==> src/rtl/coh_dir_pkg.sv <==
package coh_dir_pkg;

  typedef enum logic [2:0] {
    REQ_RD   = 3'd0,
    REQ_WR   = 3'd1,
    REQ_REPM = 3'd2,
    REQ_UPD  = 3'd3,
    REQ_ACK  = 3'd4
  } req_op_e;

  typedef enum logic [1:0] {
    RSP_RDATA = 2'd0,
    RSP_WDATA = 2'd1,
    RSP_INV   = 2'd2,
    RSP_BUSY  = 2'd3
  } rsp_op_e;

  typedef enum logic [1:0] {
    DS_SHARED  = 2'd0,
    DS_OWNED   = 2'd1,
    DS_RD_PEND = 2'd2,
    DS_WR_PEND = 2'd3
  } dstate_e;

endpackage

==> src/rtl/coh_dir_store.sv <==
module coh_dir_store #(
  parameter int NODE_W = 4,
  parameter int ADDR_W = 4,
  parameter int NPTR   = 5,
  parameter int CNT_W  = 3
) (
  input  logic                   clk,
  input  logic                   rst_n,
  input  logic [ADDR_W-1:0]      addr,
  input  logic                   we,
  input  logic [1:0]             wr_st,
  input  logic [NPTR-1:0]        wr_vld,
  input  logic [NPTR*NODE_W-1:0] wr_ptr,
  input  logic                   wr_loc,
  input  logic [CNT_W-1:0]       wr_cnt,
  output logic [1:0]             rd_st,
  output logic [NPTR-1:0]        rd_vld,
  output logic [NPTR*NODE_W-1:0] rd_ptr,
  output logic                   rd_loc,
  output logic [CNT_W-1:0]       rd_cnt
);
  localparam int DEPTH = 1 << ADDR_W;

  logic [1:0]             st_m  [DEPTH];
  logic [NPTR-1:0]        vld_m [DEPTH];
  logic [NPTR*NODE_W-1:0] ptr_m [DEPTH];
  logic                   loc_m [DEPTH];
  logic [CNT_W-1:0]       cnt_m [DEPTH];

  always_ff @(posedge clk) begin
    if (!rst_n) begin
      for (int e = 0; e < DEPTH; e++) begin
        st_m[e]  <= 2'd0;
        vld_m[e] <= '0;
        ptr_m[e] <= '0;
        loc_m[e] <= 1'b0;
        cnt_m[e] <= '0;
      end
    end else if (we) begin
      st_m[addr]  <= wr_st;
      vld_m[addr] <= wr_vld;
      ptr_m[addr] <= wr_ptr;
      loc_m[addr] <= wr_loc;
      cnt_m[addr] <= wr_cnt;
    end
  end

  assign rd_st  = st_m[addr];
  assign rd_vld = vld_m[addr];
  assign rd_ptr = ptr_m[addr];
  assign rd_loc = loc_m[addr];
  assign rd_cnt = cnt_m[addr];
endmodule

==> src/rtl/coh_dir_decide.sv <==
module coh_dir_decide
  import coh_dir_pkg::*;
#(
  parameter int NODE_W    = 4,
  parameter int NPTR      = 5,
  parameter int CNT_W     = 3,
  parameter int HOME_NODE = 0
) (
  input  logic [2:0]             op,
  input  logic [NODE_W-1:0]      src,
  input  logic [1:0]             st,
  input  logic [NPTR-1:0]        vld,
  input  logic [NPTR*NODE_W-1:0] ptr,
  input  logic                   loc,
  input  logic [CNT_W-1:0]       cnt,
  output logic [1:0]             n_st,
  output logic [NPTR-1:0]        n_vld,
  output logic [NPTR*NODE_W-1:0] n_ptr,
  output logic                   n_loc,
  output logic [CNT_W-1:0]       n_cnt,
  output logic                   rsp_v,
  output logic [1:0]             rsp_op,
  output logic [NODE_W-1:0]      rsp_dst,
  output logic [NPTR-1:0]        inv_mask,
  output logic                   inv_loc,
  output logic                   dv,
  output logic                   busy_ev
);
  localparam logic [NODE_W-1:0] HOME = NODE_W'(HOME_NODE);

  function automatic int count_set(input logic [NPTR-1:0] m);
    int c = 0;
    for (int k = 0; k < NPTR; k++) c += int'(m[k]);
    return c;
  endfunction

  logic            src_home;
  logic [NPTR-1:0] hit;
  logic            src_in;
  int              free_idx;
  int              own_idx;
  logic [NODE_W-1:0] owner;
  logic [CNT_W-1:0]  others;

  always_comb begin
    src_home = (src == HOME);
    for (int k = 0; k < NPTR; k++)
      hit[k] = vld[k] && !src_home && (ptr[k*NODE_W +: NODE_W] == src);
    src_in = src_home ? loc : |hit;
    free_idx = 0;
    own_idx  = 0;
    for (int k = NPTR - 1; k >= 0; k--) begin
      if (!vld[k]) free_idx = k;
      if (vld[k])  own_idx  = k;
    end
    owner  = (vld == '0) ? HOME : ptr[own_idx*NODE_W +: NODE_W];
    others = CNT_W'(count_set(vld) + int'(loc) - int'(src_in));
  end

  always_comb begin
    n_st = st; n_vld = vld; n_ptr = ptr; n_loc = loc; n_cnt = cnt;
    rsp_v = 1'b0; rsp_op = RSP_RDATA; rsp_dst = src;
    inv_mask = '0; inv_loc = 1'b0; dv = 1'b0; busy_ev = 1'b0;
    unique case (dstate_e'(st))
      DS_SHARED: begin
        if (op == REQ_RD) begin
          if (src_home) begin
            n_loc = 1'b1; rsp_v = 1'b1;
          end else if (src_in) begin
            rsp_v = 1'b1;
          end else if (&vld) begin
            dv = 1'b1;
          end else begin
            n_vld[free_idx] = 1'b1;
            n_ptr[free_idx*NODE_W +: NODE_W] = src;
            rsp_v = 1'b1;
          end
        end else if (op == REQ_WR) begin
          n_vld = '0; n_loc = src_home;
          if (!src_home) begin n_vld[0] = 1'b1; n_ptr[NODE_W-1:0] = src; end
          if (others == '0) begin
            n_st = DS_OWNED; rsp_v = 1'b1; rsp_op = RSP_WDATA;
          end else begin
            n_st = DS_WR_PEND; n_cnt = others;
            inv_mask = vld & ~hit;
            inv_loc  = loc && !src_home;
          end
        end
      end
      DS_OWNED: begin
        if ((op == REQ_RD || op == REQ_WR) && src != owner) begin
          n_vld = '0; n_loc = src_home;
          if (!src_home) begin n_vld[0] = 1'b1; n_ptr[NODE_W-1:0] = src; end
          n_cnt = CNT_W'(1);
          n_st = (op == REQ_WR) ? DS_WR_PEND : DS_RD_PEND;
          inv_mask = vld; inv_loc = loc;
        end else if (op == REQ_RD || op == REQ_WR) begin
          rsp_v = 1'b1; rsp_op = (op == REQ_WR) ? RSP_WDATA : RSP_RDATA;
        end else if (op == REQ_REPM && src == owner) begin
          n_vld = '0; n_loc = 1'b0; n_st = DS_SHARED;
        end
      end
      DS_WR_PEND, DS_RD_PEND: begin
        if (op == REQ_RD || op == REQ_WR) begin
          rsp_v = 1'b1; rsp_op = RSP_BUSY; busy_ev = 1'b1;
        end else if ((op == REQ_ACK && cnt > CNT_W'(1)) && st == DS_WR_PEND) begin
          n_cnt = cnt - CNT_W'(1);
        end else if (op == REQ_ACK || op == REQ_UPD) begin
          n_cnt = '0; rsp_v = 1'b1; rsp_dst = owner;
          if (st == DS_WR_PEND) begin n_st = DS_OWNED;  rsp_op = RSP_WDATA; end
          else                  begin n_st = DS_SHARED; rsp_op = RSP_RDATA; end
        end
      end
      default: ;
    endcase
  end
endmodule

==> src/rtl/coh_dir_emit.sv <==
module coh_dir_emit
  import coh_dir_pkg::*;
#(
  parameter int NODE_W    = 4,
  parameter int ADDR_W    = 4,
  parameter int NPTR      = 5,
  parameter int HOME_NODE = 0
) (
  input  logic                   clk,
  input  logic                   rst_n,
  input  logic                   acc,
  input  logic                   rsp_v,
  input  logic [1:0]             rsp_op,
  input  logic [NODE_W-1:0]      rsp_dst,
  input  logic [ADDR_W-1:0]      ld_addr,
  input  logic [NPTR-1:0]        ld_mask,
  input  logic                   ld_loc,
  input  logic [NPTR*NODE_W-1:0] ld_ptr,
  input  logic                   out_ready,
  output logic                   out_valid,
  output logic [1:0]             out_op,
  output logic [NODE_W-1:0]      out_dst,
  output logic [ADDR_W-1:0]      out_addr,
  output logic                   slot_free,
  output logic                   q_busy
);
  logic [NPTR-1:0]        q_mask;
  logic                   q_loc;
  logic [NPTR*NODE_W-1:0] q_ptr;
  logic [ADDR_W-1:0]      q_addr;
  int                     lo;

  always_comb begin
    lo = 0;
    for (int k = NPTR - 1; k >= 0; k--) if (q_mask[k]) lo = k;
  end

  assign slot_free = !out_valid || out_ready;
  assign q_busy    = (|q_mask) || q_loc;

  always_ff @(posedge clk) begin
    if (!rst_n) begin
      out_valid <= 1'b0; out_op <= '0; out_dst <= '0; out_addr <= '0;
      q_mask <= '0; q_loc <= 1'b0; q_ptr <= '0; q_addr <= '0;
    end else begin
      if (slot_free) begin
        out_valid <= 1'b0;
        if (|q_mask) begin
          out_valid <= 1'b1; out_op <= RSP_INV; out_addr <= q_addr;
          out_dst <= q_ptr[lo*NODE_W +: NODE_W];
          q_mask[lo] <= 1'b0;
        end else if (q_loc) begin
          out_valid <= 1'b1; out_op <= RSP_INV; out_addr <= q_addr;
          out_dst <= NODE_W'(HOME_NODE);
          q_loc <= 1'b0;
        end else if (acc && rsp_v) begin
          out_valid <= 1'b1; out_op <= rsp_op; out_dst <= rsp_dst;
          out_addr <= ld_addr;
        end
      end
      if (acc) begin
        q_mask <= ld_mask; q_loc <= ld_loc; q_ptr <= ld_ptr; q_addr <= ld_addr;
      end
    end
  end


  hold_under_stall_chk: assert property (@(posedge clk) disable iff (!rst_n)
    out_valid && !out_ready |=> out_valid && $stable(out_op) && $stable(out_dst) && $stable(out_addr));


  inv_one_per_cycle_chk: assert property (@(posedge clk) disable iff (!rst_n)
    !acc |=> $countones(q_mask) + 1 >= $countones($past(q_mask)));
endmodule

==> src/rtl/coh_dir_engine.sv <==
module coh_dir_engine
  import coh_dir_pkg::*;
#(
  parameter int NODE_W    = 4,
  parameter int ADDR_W    = 4,
  parameter int NPTR      = 5,
  parameter int HOME_NODE = 0
) (
  input  logic              clk,
  input  logic              rst_n,
  input  logic              in_valid,
  output logic              in_ready,
  input  logic [2:0]        in_op,
  input  logic [NODE_W-1:0] in_src,
  input  logic [ADDR_W-1:0] in_addr,
  output logic              out_valid,
  input  logic              out_ready,
  output logic [1:0]        out_op,
  output logic [NODE_W-1:0] out_dst,
  output logic [ADDR_W-1:0] out_addr,
  output logic              divert
);
  localparam int CNT_W = $clog2(NPTR + 2);

  logic [1:0]             e_st, n_st;
  logic [NPTR-1:0]        e_vld, n_vld, inv_mask;
  logic [NPTR*NODE_W-1:0] e_ptr, n_ptr;
  logic                   e_loc, n_loc, inv_loc;
  logic [CNT_W-1:0]       e_cnt, n_cnt;
  logic                   rsp_v, dv, busy_ev, slot_free, q_busy, acc;
  logic [1:0]             rsp_op;
  logic [NODE_W-1:0]      rsp_dst;

  assign in_ready = slot_free && !q_busy;
  assign acc      = in_valid && in_ready;

  coh_dir_store #(.NODE_W(NODE_W), .ADDR_W(ADDR_W), .NPTR(NPTR), .CNT_W(CNT_W)) store_i (
    .clk(clk), .rst_n(rst_n), .addr(in_addr), .we(acc),
    .wr_st(n_st), .wr_vld(n_vld), .wr_ptr(n_ptr), .wr_loc(n_loc), .wr_cnt(n_cnt),
    .rd_st(e_st), .rd_vld(e_vld), .rd_ptr(e_ptr), .rd_loc(e_loc), .rd_cnt(e_cnt));

  coh_dir_decide #(.NODE_W(NODE_W), .NPTR(NPTR), .CNT_W(CNT_W), .HOME_NODE(HOME_NODE)) decide_i (
    .op(in_op), .src(in_src), .st(e_st), .vld(e_vld), .ptr(e_ptr), .loc(e_loc), .cnt(e_cnt),
    .n_st(n_st), .n_vld(n_vld), .n_ptr(n_ptr), .n_loc(n_loc), .n_cnt(n_cnt),
    .rsp_v(rsp_v), .rsp_op(rsp_op), .rsp_dst(rsp_dst),
    .inv_mask(inv_mask), .inv_loc(inv_loc), .dv(dv), .busy_ev(busy_ev));

  coh_dir_emit #(.NODE_W(NODE_W), .ADDR_W(ADDR_W), .NPTR(NPTR), .HOME_NODE(HOME_NODE)) emit_i (
    .clk(clk), .rst_n(rst_n), .acc(acc), .rsp_v(rsp_v), .rsp_op(rsp_op), .rsp_dst(rsp_dst),
    .ld_addr(in_addr), .ld_mask(inv_mask), .ld_loc(inv_loc), .ld_ptr(e_ptr),
    .out_ready(out_ready), .out_valid(out_valid), .out_op(out_op), .out_dst(out_dst),
    .out_addr(out_addr), .slot_free(slot_free), .q_busy(q_busy));

  always_ff @(posedge clk) begin
    if (!rst_n) divert <= 1'b0;
    else        divert <= acc && dv;
  end


  divert_silent_chk: assert property (@(posedge clk) disable iff (!rst_n)
    divert |-> !out_valid);


  divert_on_read_chk: assert property (@(posedge clk) disable iff (!rst_n)
    divert |-> $past(in_op) == 3'd0);


  busy_reply_chk: assert property (@(posedge clk) disable iff (!rst_n)
    acc && busy_ev |=> out_valid && out_op == 2'd3 && out_dst == $past(in_src));


  ack_count_range_chk: assert property (@(posedge clk) disable iff (!rst_n)
    acc |-> int'(n_cnt) <= NPTR + 1);
endmodule

==> config.mk <==
export PLATFORM = sky130hd
export DESIGN_NAME = coh_dir_engine
export DESIGN_NICKNAME = d
export VERILOG_FILES = /design/src/rtl/coh_dir_pkg.sv /design/src/rtl/coh_dir_store.sv /design/src/rtl/coh_dir_decide.sv /design/src/rtl/coh_dir_emit.sv /design/src/rtl/coh_dir_engine.sv
export SDC_FILE = /design/constraint.sdc
export NUM_CORES = 1
export LEC_CHECK = 0
export ABC_CLOCK_PERIOD_IN_PS = 9400
export CAP_MARGIN = 20
export CORE_MARGIN = 4
export CORE_UTILIZATION = 35
export DETAILED_ROUTE_END_ITERATION = 8
export DONT_BUFFER_PORTS = 1
export GPL_ROUTABILITY_DRIVEN = 0
export GPL_TIMING_DRIVEN = 0
export SKIP_CTS_REPAIR_TIMING = 1
export SYNTH_ARGS = -nofsm -noshare
export SYNTH_HDL_FRONTEND = slang
export SYNTH_SLANG_ARGS = --single-unit
==> constraint.sdc <==
create_clock -name clk -period 9.4 [get_ports clk]
set_clock_uncertainty 0.05 [all_clocks]
set_input_delay 1.41 -clock clk [delete_from_list [all_inputs] [get_ports clk]]
set_output_delay 1.41 -clock clk [all_outputs]
set_load 0.05 [all_outputs]
==> qor.yml <==
run_status:
  status: "finished, final reports clean"
setup_path:
  worst_path_largest_cell_delay_ps: 750
  end_kind: "flip-flop"
  crit_fanout: 10
  crit_slowest_cell: "clkbuf_1"
  crit_path_cell_trace: "buf_4 > clkbuf_1 > buf_2 > mux4_2 > o22ai_1 > nor2_1 > xor2_1 > nor4_1 > nor2_1 > nand3_1 > a21boi_0 > ha_1 > fa_1 > fa_1 > inv_1 > fa_1 > xor2_1 > nor3b_1 > nand2b_1 > or2_2 > clkbuf_1 > a211oi_2 > clkbuf_1 > nor2_1"
  path_buf_inv: 6
  crit_type: "in2reg"
  cp.arrival_ps: 9000
  required_ps: 9680
  crit_family: "simple AND/OR/NAND/NOR gates"
  critPathLaunchType: "input port"
synth:
  yosys_warnings: 0
  synth_top_area_share_pct: 56.7
  synth_area_leaders: "edfxtp_1, mux4_2, nor2_1"
  synth_edf_count: 480
  ys.flop_type: "edfxtp_1"
  synth_top_cell_by_area: "edfxtp_1"
  synth_seq_area_share_pct: 61.2
  async_flop_share_pct: 0
  synthesis.nets: 1954
  syn_inst: 1927
  synth_seq_cells: 538
  ys_types: 84
  synth.top_cells.by_count: "edfxtp_1, nor2_1, nand2_1"
  yosysMostFrequentCell: "edfxtp_1"
  syn_area_um2: 25400
  syn_avg_cell_area_um2: 13.2
timing:
  timing_hold_violations_final: 0
  tightest_slew_ps: 1170
  setup_viol: 0
  fmax_mhz: 115
  period_needed_ps: 8720
  rsz0062_at_grt: "no"
  final.period_utilization_pct: 92.8
  slew_headroom_pct: 22.3
  finalSetupTns_ps: 0
  slew_violations: 0
  whs_ps: 416
finish:
  final_area_um2: 28800
  n_antenna_cell: 0
  area_delta_synth_final_pct: 13.4
  fin_cells: 3000
  fin_nets: 2030
  final_layout_size_suffix_gt1_share_pct: 16.8
  n_fill_cell: 6617
die:
  die_h_um: 278
  io_pins: 28
  dieArea_um2: 77000
  die_w_um: 278
  num_rows: 98
  coreArea_um2: 71700
  start_util_pct: 35.5
cts:
  insertion_delay_ps: 640
  tritoncts: "built"
  cts_max_level: 2
  numCtsBuffers: 56
  clockRootBuffer: "clkbuf_16"
  clock_path_buffers: 3
  clk_pin_slew_ps: 60
  cts.sinks: 538
grt:
  overflow: 0
  antenna_found_initial: 1
  grt_pass1_vias: 17463
  grt_max_degree: 25
  grt_pass1_wl_um: 121000
  grt.total_usage_pct: 21.5
routing:
  routed_wl_um: 85300
  avgViaCountPerCell: 5.93
  drc: 0
  drtAntennaViolNets: 0
  wl_per_cell_um: 28.4
  vias: 17791
  first_pass_iters: 6
  drt_iter0_markers: 2564
pwr:
  p_leak_nw: 9.98
  p_sw_share_pct: 26.8
  p_clk_share_pct: 38.3
  ir_worst_vdd_mv: 0.136
  internal_power_w: 0.00419
  combinationalPowerShare_pct: 13.6
  p_switching_w: 0.00154
  pwr-share-seq_pct: 48.1
  powerDensity_nw_per_um2: 199
placement:
  place_inst: 2894
  dpl_cell_area_um2: 27000
  io_buffers: 0
  hpwl_um: 56200
min_path:
  min_path_type: "reg2reg"
flow_run:
  cap_violations: 0
[final cells by class]
| type | count | area (um2) | area share [%] |
|---|---|---|---|
| Buffer | 172 | 957 | 3.32 |
| Clock buffer | 70 | 1460 | 5.08 |
| Clock inverter | 35 | 342 | 1.18 |
| Inverter | 20 | 75.1 | 0.260 |
| Multi-Input combinational cell | 1197 | 8860 | 30.7 |
| Sequential cell | 538 | 15600 | 54.0 |
| Tap cell | 950 | 1190 | 4.12 |
| Timing Repair Buffer | 18 | 380 | 1.32 |
[sequential cells by signal, indices dropped and copies added, names as in the netlist, 4 cells and up]
signal / flops
emit_i.out_addr: 4
emit_i.out_dst: 4
emit_i.q_addr: 4
emit_i.q_mask: 5
emit_i.q_ptr: 20
store_i.cnt_m: 48
store_i.loc_m: 16
store_i.ptr_m: 320
store_i.st_m: 32
store_i.vld_m: 80
[final timing paths]
kind	startpoint	endpoint	slack [ps]	depth (start not counted)
worst max-delay path	in_addr[1]	store_i.cnt_m[8][0]$_SDFFCE_PN0P_	680	24
worst min-delay path	emit_i.q_ptr[19]$_SDFFE_PN0P_	emit_i.q_ptr[19]$_SDFFE_PN0P_	420	2
worst max register to register	store_i.vld_m[7][0]$_SDFFCE_PN0P_	store_i.cnt_m[8][0]$_SDFFCE_PN0P_	2220	25
worst min register to register	emit_i.q_ptr[19]$_SDFFE_PN0P_	emit_i.q_ptr[19]$_SDFFE_PN0P_	420	2
[routing by layer]
metal	routed length [um]	part of all wire, %	track usage [%]
met4	4320	5.1	9.23
met3	10200	12	5.40
met5	0	0	0
met1	31300	37	27.6
met2	39500	46	34.9
[worst reg2reg max path, cell delays in order (launching register included)]
cell and delay, ps:
edfxtp_1 370, mux4_2 540, o22ai_1 240, or2_2 210
buf_2 290, inv_1 90, clkbuf_1 290, nand3_1 160
nor4_1 80, a211oi_2 350, buf_2 290, nand3_1 230
a21boi_0 210, ha_1 330, fa_1 520, fa_1 180
inv_1 50, fa_1 370, xor2_1 210, nor3b_1 80
nand2b_1 170, or2_2 290, clkbuf_1 250, a211oi_2 540
clkbuf_1 410, nor2_1 90
[cell families after synthesis]
logic type | count (synthesis) | share of synthesized area, %
AO/OA/AOI/OAI | 256 | 6.77
XOR/XNOR | 26 | 0.895
adder cells (fa/ha/maj) | 12 | 0.679
buffers and inverters | 192 | 4.06
flip-flops | 538 | 61.2
multiplexers | 160 | 13.7
AND/OR/NAND/NOR | 743 | 12.7
[power by group through the flow]
| stage | clock, W | combinational (W) | sequential, W |
|---|---|---|---|
| 2_1_floorplan | 0 | 0.000493 | 0.00279 |
| 3_3_place_gp | 0 | 0.000723 | 0.00281 |
| 3_5_place_dp | 0 | 0.000756 | 0.00281 |
| 4_1_cts | 0.00221 | 0.000759 | 0.00276 |
| 5_1_grt | 0.00231 | 0.000818 | 0.00276 |
| 6_report | 0.00219 | 0.000778 | 0.00276 |
[placed cells by master (no fill, tap or decap), drive strengths merged, types with 5 or more instances in the layout]
cell type	count
a21boi	25
a21o	5
a21oi	79
a221oi	6
a22oi	21
a31oi	9
and2	9
and4	8
buf	88
bufinv	5
clkbuf	169
clkinv	30
dfxtp	58
edfxtp	480
ha	9
inv	19
mux2i	19
mux4	139
nand2	153
nand3	33
nand4	8
nor2	443
nor2b	5
nor3	46
nor3b	9
nor4	7
o211a	7
o211ai	10
o21ai	51
o22ai	9
or2	7
xnor2	11
xor2	15
[through the flow]
stage / worst slack (ps) / util, % / total power (W)
detailed placement: 212 / 37.7 / 0.00356
finish: 677 / 40.2 / 0.00573
CTS: 820 / 40.2 / 0.00572
global placement: 314 / 37.1 / 0.00353
floorplan: 2010 / - / 0.00329
global route: 367 / 40.2 / 0.00589
Power figures use the tool's default switching activity.
